<file path="src/rtl/spi_tg_pkg.sv">
package spi_tg_pkg;

    typedef enum logic [1:0] {
        TG_IDLE = 2'd0,
        TG_LEAD = 2'd1,
        TG_RUN  = 2'd2,
        TG_GAP  = 2'd3
    } tg_state_e;

    typedef struct packed {
        logic lead;
        logic trail;
    } tg_edge_t;

    function automatic logic tg_cs_active(input tg_state_e s);
        return (s == TG_LEAD) || (s == TG_RUN);
    endfunction

endpackage

</file>
<file path="src/rtl/spi_tg_prescaler.sv">
module spi_tg_prescaler #(
    parameter int PRE_W = 3
) (
    input  logic             clk,
    input  logic             rst,
    input  logic             clr,
    input  logic [PRE_W-1:0] code,
    output logic             tick
);
    localparam int CNT_W = (1 << PRE_W) - 1;

    logic [CNT_W-1:0] cnt_q;
    logic [CNT_W-1:0] top_val;

    assign top_val = CNT_W'((1 << code) - 1);
    assign tick    = (cnt_q == top_val);

    always_ff @(posedge clk) begin
        if (rst || clr) begin
            cnt_q <= '0;
        end else if (tick) begin
            cnt_q <= '0;
        end else begin
            cnt_q <= cnt_q + CNT_W'(1);
        end
    end

    // the count never passes the terminal value of the selected ratio
    a_r1_cnt_range: assert property (@(posedge clk) disable iff (rst)
        cnt_q <= top_val);

endmodule

</file>
<file path="src/rtl/spi_tg_delay.sv">
module spi_tg_delay #(
    parameter int W = 9
) (
    input  logic         clk,
    input  logic         rst,
    input  logic         clr,
    input  logic         en,
    input  logic         tick,
    input  logic [W-1:0] limit,
    output logic         hit
);
    logic [W-1:0] cnt_q;

    assign hit = en && tick && (cnt_q == limit);

    always_ff @(posedge clk) begin
        if (rst || clr) begin
            cnt_q <= '0;
        end else if (en && tick) begin
            cnt_q <= hit ? '0 : cnt_q + W'(1);
        end
    end

    // a running delay never counts past its programmed limit
    a_r3_cnt_bound: assert property (@(posedge clk) disable iff (rst)
        en |-> cnt_q <= limit);

endmodule

</file>
<file path="src/rtl/spi_tg_phase.sv">
module spi_tg_phase #(
    parameter int W = 9
) (
    input  logic                  clk,
    input  logic                  rst,
    input  logic                  kick,
    input  logic                  clr,
    input  logic                  en,
    input  logic                  tick,
    input  logic [W-1:0]          hi_len,
    input  logic [W-1:0]          lo_len,
    output logic                  sck,
    output spi_tg_pkg::tg_edge_t  edges
);
    logic [W-1:0] hcnt_q;
    logic         sck_q;
    spi_tg_pkg::tg_edge_t edges_q;

    always_ff @(posedge clk) begin
        edges_q <= '0;
        if (rst || clr) begin
            sck_q  <= 1'b0;
            hcnt_q <= '0;
        end else if (kick) begin
            sck_q         <= 1'b1;
            hcnt_q        <= '0;
            edges_q.lead  <= 1'b1;
        end else if (en && tick) begin
            if (sck_q) begin
                if (hcnt_q == hi_len - W'(1)) begin
                    sck_q          <= 1'b0;
                    hcnt_q         <= '0;
                    edges_q.trail  <= 1'b1;
                end else begin
                    hcnt_q <= hcnt_q + W'(1);
                end
            end else begin
                if (hcnt_q == lo_len - W'(1)) begin
                    sck_q         <= 1'b1;
                    hcnt_q        <= '0;
                    edges_q.lead  <= 1'b1;
                end else begin
                    hcnt_q <= hcnt_q + W'(1);
                end
            end
        end
    end

    assign sck   = sck_q;
    assign edges = edges_q;

    // a leading strobe coincides with the high level, a trailing one with low
    a_r2_lead_level: assert property (@(posedge clk) disable iff (rst)
        edges_q.lead |-> sck_q);
    a_r2_trail_level: assert property (@(posedge clk) disable iff (rst)
        edges_q.trail |-> !sck_q);
    // never two edges in one cycle
    a_r11_edge_excl: assert property (@(posedge clk) disable iff (rst)
        $onehot0({edges_q.lead, edges_q.trail}));

endmodule

</file>
<file path="src/rtl/spi_tg_timing_gen.sv">
module spi_tg_timing_gen #(
    parameter int FIELD_W = 8,
    parameter int PRE_W   = 3
) (
    input  logic                   clk,
    input  logic                   rst,
    input  logic [3*FIELD_W-1:0]   clk_cfg_i,
    input  logic [PRE_W-1:0]       pre_code_i,
    input  logic                   start_i,
    input  logic                   frame_done_i,
    output logic                   cs_req_o,
    output logic                   sck_o,
    output logic                   lead_edge_o,
    output logic                   trail_edge_o
);
    import spi_tg_pkg::*;

    localparam int CNT_W = FIELD_W + 1;

    tg_state_e            state_q, state_d;
    logic                 pend_q;
    logic [FIELD_W-1:0]   div_q, gap_q, lead_q;
    logic [PRE_W-1:0]     code_q;

    logic                 tick;
    logic                 lead_hit, gap_hit;
    logic                 launch, done_acc;
    logic [CNT_W-1:0]     period, hi_len, lo_len, lead_lim, gap_lim;
    tg_edge_t             edges;

    // derived per-frame quantities
    assign period   = {1'b0, div_q} + CNT_W'(2);
    assign hi_len   = period >> 1;
    assign lo_len   = period - hi_len;
    assign lead_lim = {1'b0, lead_q};
    assign gap_lim  = {1'b0, gap_q} + CNT_W'(1);

    assign done_acc = (state_q == TG_RUN) && frame_done_i;
    assign launch   = ((state_q == TG_IDLE) && start_i) ||
                      (gap_hit && (pend_q || start_i));

    spi_tg_prescaler #(.PRE_W(PRE_W)) presc_i (
        .clk  (clk),
        .rst  (rst),
        .clr  (launch || done_acc),
        .code (code_q),
        .tick (tick)
    );

    spi_tg_delay #(.W(CNT_W)) lead_dly_i (
        .clk   (clk),
        .rst   (rst),
        .clr   (launch),
        .en    (state_q == TG_LEAD),
        .tick  (tick),
        .limit (lead_lim),
        .hit   (lead_hit)
    );

    spi_tg_delay #(.W(CNT_W)) gap_dly_i (
        .clk   (clk),
        .rst   (rst),
        .clr   (done_acc),
        .en    (state_q == TG_GAP),
        .tick  (tick),
        .limit (gap_lim),
        .hit   (gap_hit)
    );

    spi_tg_phase #(.W(CNT_W)) phase_i (
        .clk    (clk),
        .rst    (rst),
        .kick   (lead_hit),
        .clr    (done_acc),
        .en     (state_q == TG_RUN),
        .tick   (tick),
        .hi_len (hi_len),
        .lo_len (lo_len),
        .sck    (sck_o),
        .edges  (edges)
    );

    always_comb begin
        state_d = state_q;
        unique case (state_q)
            TG_IDLE: if (start_i)  state_d = TG_LEAD;
            TG_LEAD: if (lead_hit) state_d = TG_RUN;
            TG_RUN:  if (frame_done_i) state_d = TG_GAP;
            TG_GAP:  if (gap_hit)  state_d = launch ? TG_LEAD : TG_IDLE;
            default: state_d = TG_IDLE;
        endcase
    end

    always_ff @(posedge clk) begin
        if (rst) begin
            state_q <= TG_IDLE;
            pend_q  <= 1'b0;
            div_q   <= '0;
            gap_q   <= '0;
            lead_q  <= '0;
            code_q  <= '0;
        end else begin
            state_q <= state_d;
            if (launch) begin
                pend_q <= 1'b0;
                div_q  <= clk_cfg_i[FIELD_W-1:0];
                gap_q  <= clk_cfg_i[2*FIELD_W-1:FIELD_W];
                lead_q <= clk_cfg_i[3*FIELD_W-1:2*FIELD_W];
                code_q <= pre_code_i;
            end else if (start_i) begin
                pend_q <= 1'b1;
            end
        end
    end

    assign cs_req_o     = tg_cs_active(state_q);
    assign lead_edge_o  = edges.lead;
    assign trail_edge_o = edges.trail;

    // the first edge never lands in the cycle chip select is raised
    a_r3_no_edge_at_cs_rise: assert property (@(posedge clk) disable iff (rst)
        $rose(cs_req_o) |-> !(lead_edge_o || trail_edge_o));
    // edges only while chip select is requested
    a_r11_edge_needs_cs: assert property (@(posedge clk) disable iff (rst)
        (lead_edge_o || trail_edge_o) |-> cs_req_o);
    // chip select drops only in answer to a frame-done strobe
    a_r4_cs_fall_cause: assert property (@(posedge clk) disable iff (rst)
        $fell(cs_req_o) |-> $past(frame_done_i));
    // frame done while idle leaves chip select low
    a_r8_idle_done_ignored: assert property (@(posedge clk) disable iff (rst)
        (state_q == TG_IDLE && frame_done_i && !start_i) |=> !cs_req_o);

endmodule

</file>
<file path="config.mk">
export PLATFORM = sky130hd
export DESIGN_NAME = spi_tg_timing_gen
export DESIGN_NICKNAME = d
export VERILOG_FILES = /design/src/rtl/spi_tg_pkg.sv /design/src/rtl/spi_tg_prescaler.sv /design/src/rtl/spi_tg_delay.sv /design/src/rtl/spi_tg_phase.sv /design/src/rtl/spi_tg_timing_gen.sv
export SDC_FILE = /design/constraint.sdc
export NUM_CORES = 1
export LEC_CHECK = 0
export ABC_AREA = 1
export CELL_PAD_IN_SITES_DETAIL_PLACEMENT = 1
export CELL_PAD_IN_SITES_GLOBAL_PLACEMENT = 1
export CORE_MARGIN = 3
export CORE_UTILIZATION = 42
export CTS_CLUSTER_DIAMETER = 80
export CTS_CLUSTER_SIZE = 20
export DETAILED_ROUTE_END_ITERATION = 8
export PLACE_DENSITY = 0.92
export SETUP_SLACK_MARGIN = 0.02
export SLEW_MARGIN = 20
export SYNTH_ARGS = -nofsm -noshare
export SYNTH_HDL_FRONTEND = slang
export SYNTH_HIERARCHICAL = 1
export SYNTH_SLANG_ARGS = --single-unit
</file>
<file path="constraint.sdc">
create_clock -name clk -period 4 [get_ports clk]
set_clock_uncertainty 0.15 [all_clocks]
set_input_delay 0.8 -clock clk [delete_from_list [all_inputs] [get_ports clk]]
set_output_delay 0.8 -clock clk [all_outputs]
set_load 0.01 [all_outputs]
</file>
==> summary.md <==
| Metric | Value |
|---|---|
| Via/cell ratio | `5.15` |
| FF-to-FF Start | `div_q[2]$_SDFFE_PP0P_` |
| Sequential-to-total area share from yosys stat | `27.8%` |
| Num Clock Sinks | `67` |
| Data required time of the worst path | `4.08 ns` |
| Yosys top cell area share | `27.8%` |
| Initial antenna violation count | `0` |
| IO Pins | `35` |
| Worst skew pair latency | `0.34 ns` |
| Crit end category | `flip-flop` |
| Mapped Cells | `763` |
| Total power | `3.14 mW` |
| Via Count | `4863` |
| Top cells by area, synth | `dfxtp_1 (28%), nand2_1 (17%), nor2_1 (8.2%)` |
| Max_cap viols | `0` |
| Min-delay worst type | `reg2reg` |
| Syn Area/Cell | `6.33 sq um` |
| WHS | `0.321 ns` |
| DRT Pass-1 Iters | `4` |
| Cell taking the most area after synthesis | `dfxtp_1` |
| Synth unique cells | `34` |
| Static Leak | `2.46 nW` |
| Hold Path Depth | `2` |
| Detail Placement HPWL | `10700 microns` |
| Clock power frac | `24.1%` |
| Min-delay src | `lead_q[2]$_SDFFE_PP0P_` |
| CTS tree | `done` |
| Residual DRC | `0` |
| Critical path class | `reg2reg` |
| Worst path arrival time | `3.69 ns` |
| Min Tclk post-route | `3.62 ns` |
| Die area | `12800 sq um` |
| Placed Area | `5310 sq um` |
| Root Buffer Master | `clkbuf_16` |
| Buffers on Ports | `34` |
| Cell Rows | `38` |
| GPL Wtd Cong | `0.832` |
| Gr usage total | `22.9%` |
| Chip height | `113 microns` |
| Sw Ratio | `44.5%` |
| Fin. max-slew vios | `0` |
| NumNets Final | `848` |
| Largest net degree at the start of global routing | `25` |
| CTS Buffer Depth | `2` |
| Combinational Power Share | `49.2%` |
| Final Hold Viols | `0` |
| Flops & latches, synth | `67` |
| Core footprint | `11000 sq um` |
| Peak VDD IR | `264 uV` |
| Max incr delay on CP | `0.48 ns` |
| Slew HR | `51.4%` |
| Endpoint, Worst Hold | `lead_q[2]$_SDFFE_PP0P_` |
| Register-to-Register Path Depth | `20` |
| Chip Width | `113 microns` |
| Psw | `1.40 mW` |
| Design Area, Final | `5600 sq um` |
| Setup ws final | `0.384 ns` |
| Fin crit share | `90.4%` |
| Non-Filler Instances | `944` |
| Wire length per cell | `14.8 microns` |
| Placed instance count | `928` |
| RSZ-0062 raised after global routing | `no` |
| Global-route wire length before repair | `24100 microns` |
| Clk pin slew, worst setup/hold paths | `0.06 ns` |
| # Post-CTS Setup Buffers | `0` |
| Antenna diode count | `0` |
| Yosys warning total | `6` |
| Worst-Margin Slew | `0.728 ns` |
| Initial drt markers | `104` |
| Most Frequent Cell on Critical Path | `nor2_1` |
| Cell area after synthesis | `4830 sq um` |
| Share of cells above drive strength 1 | `10.3%` |
| Initial Util | `43.8%` |
| Fin util | `50.7%` |
| Critical-path maximum fanout | `8` |
| Final ANT Viol Nets | `0` |
| Reg2reg setup slack | `0.38 ns` |
| Setup TNS | `0 ns` |
| Max Clock Freq | `277 MHz` |
| Vias in the first global route | `5314` |
| Area Overhead vs Synth | `15.9%` |
| H-tree Lvls | `3` |
| Crit start category | `flip-flop` |
| Part of the power in registers | `26.7%` |
| Dpl ws | `0.350 ns` |
| Slowest-stage cell, CP | `dfxtp_1` |
| Status | `finished clean` |
| GR Overflow Total | `0` |
| Final wirelength | `13900 microns` |
| Critical path cell sequence | `ha_2 -> xor2_2 -> inv_2 -> ha_1 -> inv_1 -> o21bai_1 -> inv_1 -> a21boi_4 -> nand3_1 -> nand4_1 -> nand2_1 -> nor2_1 -> nand2_1 -> nor2_1 -> xor2_1 -> nand3_1 -> nor2_2 -> nand3_2 -> nand3_2 -> nor2_1` |
| Internal power | `1.74 mW` |
| Pwr dens | `561 nW/um^2` |
| Num CTS Buffers | `9` |
| Final Setup Violations | `0` |
| Worst r2r dst | `phase_i/hcnt_q[8]$_SDFFE_PP0P_` |
[cell type report]
type                       instances  area, sq um
fill                            1497         5430
multi-input combinational        571         3000
sequential                        67         1340
inverter                         111          417
timing repair buffer              39          378
clock buffer                      12          256
tap                              140          175
clock inverter                     4         25.0
[worst max-delay path, delay by kind of cell, from the launching register on]
| kind | cells | cell delay [ns] |
|---|---|---|
| simple gates | 11 | 1.31 |
| flops | 1 | 0.48 |
| fa+ha+maj | 2 | 0.66 |
| compound gates | 2 | 0.34 |
| xor+xnor | 2 | 0.34 |
| buf+inv | 3 | 0.22 |
[power by group through the flow]
| stage | Combinational, mW | Sequential (mW) | Clock, mW |
|---|---|---|---|
| final | 1.55 | 0.838 | 0.757 |
| after detailed placement | 1.51 | 0.849 | 0 |
| after floorplan | 1.17 | 0.811 | 0 |
| after global routing | 1.75 | 0.853 | 0.798 |
| after global placement | 1.41 | 0.842 | 0 |
| after CTS | 1.54 | 0.837 | 0.774 |
[layer usage]
layer	GRT usage, %	part of all wire [%]	vias to the layer above
met2	43.8	53	61
met1	25.7	43	2362
met3	3.48	2.4	18
met5	0	0	-
met4	7.61	1.7	0
li1	-	-	2422
[cells by family (layout without fill, tap and decap cells)]
family	count (synthesis)	after routing	synth area share, %
simple gates	449	449	41.8
buf+inv	126	166	10.3
compound gates	56	56	6.84
xor+xnor	46	46	8.50
fa+ha+maj	18	18	4.66
flops	67	67	27.8
other cells	1	2	0.0776
[flip-flops by register name, indices dropped and copies added (netlist names)]
signal	count
gap_dly_i/cnt_q	9
lead_dly_i/cnt_q	9
phase_i/hcnt_q	9
div_q	8
gap_q	8
lead_q	8
presc_i/cnt_q	7
code_q	3
phase_i/edges	2
state_q	2
pend_q	1
phase_i/sck	1
[cells in the mapped netlist]
master    count
nand3_1      48
inv_1       105
ha_1         18
a211oi_1     10
nand3_2      10
o21ai_2       1
nor3b_2       2
buf_2         6
inv_2         6
xor2_2        1
o22ai_1       1
clkbuf_1      6
a21oi_1      27
conb_1        1
nand2_1     225
o21bai_1      2
xnor2_1      16
nor3b_1       1
dfxtp_1      67
a31oi_1       1
nand2_2      15
o21ai_1       1
nor2_2       13
buf_4         1
nand2_4       5
nor3_1        5
buf_6         2
nor2_1      106
xor2_1       29
nor4_1        1
nor2_4        6
o21ai_0      12
a21boi_4      1
nand4_1      12
[what timing repair did]
action | 4_1_cts | 5_1_grt
hold buffers | 0 | 0
gates resized for setup | 0 | 3
endpoints found under the setup margin | 0 | 11
[how the worst max path moves through the flow]
| stage | slack, ns | to | start |
|---|---|---|---|
| final | 0.38 | phase_i/hcnt_q[8]$_SDFFE_PP0P_ | div_q[2]$_SDFFE_PP0P_ |
| after global routing | 0.06 | state_q[0]$_SDFFE_PP0P_ | code_q[2]$_SDFFE_PP0P_ |
| after CTS | 0.23 | phase_i/hcnt_q[8]$_SDFFE_PP0P_ | div_q[1]$_SDFFE_PP0P_ |
| after detailed placement | 0.35 | phase_i/hcnt_q[8]$_SDFFE_PP0P_ | div_q[1]$_SDFFE_PP0P_ |
| after global placement | 0.58 | phase_i/hcnt_q[8]$_SDFFE_PP0P_ | div_q[1]$_SDFFE_PP0P_ |
| after floorplan | 0.78 | phase_i/hcnt_q[4]$_SDFFE_PP0P_ | div_q[2]$_SDFFE_PP0P_ |
[layout by cell type (no fill, tap or decap), drive strengths merged]
cell and n:
xor2 30, dfxtp 67, buf 5, nor4 1
inv 111, xnor2 16, nor2 125, clkdlybuf4s50 34
clkinv 2, a21boi 1, nand3 58, o22ai 1
nor3 5, conb 2, clkinvlp 2, ha 18
clkbuf 12, nor3b 3, nand4 12, o21ai 14
a211oi 10, a21oi 27, o21bai 2, a31oi 1
nand2 245
Power figures use the tool's default switching activity.
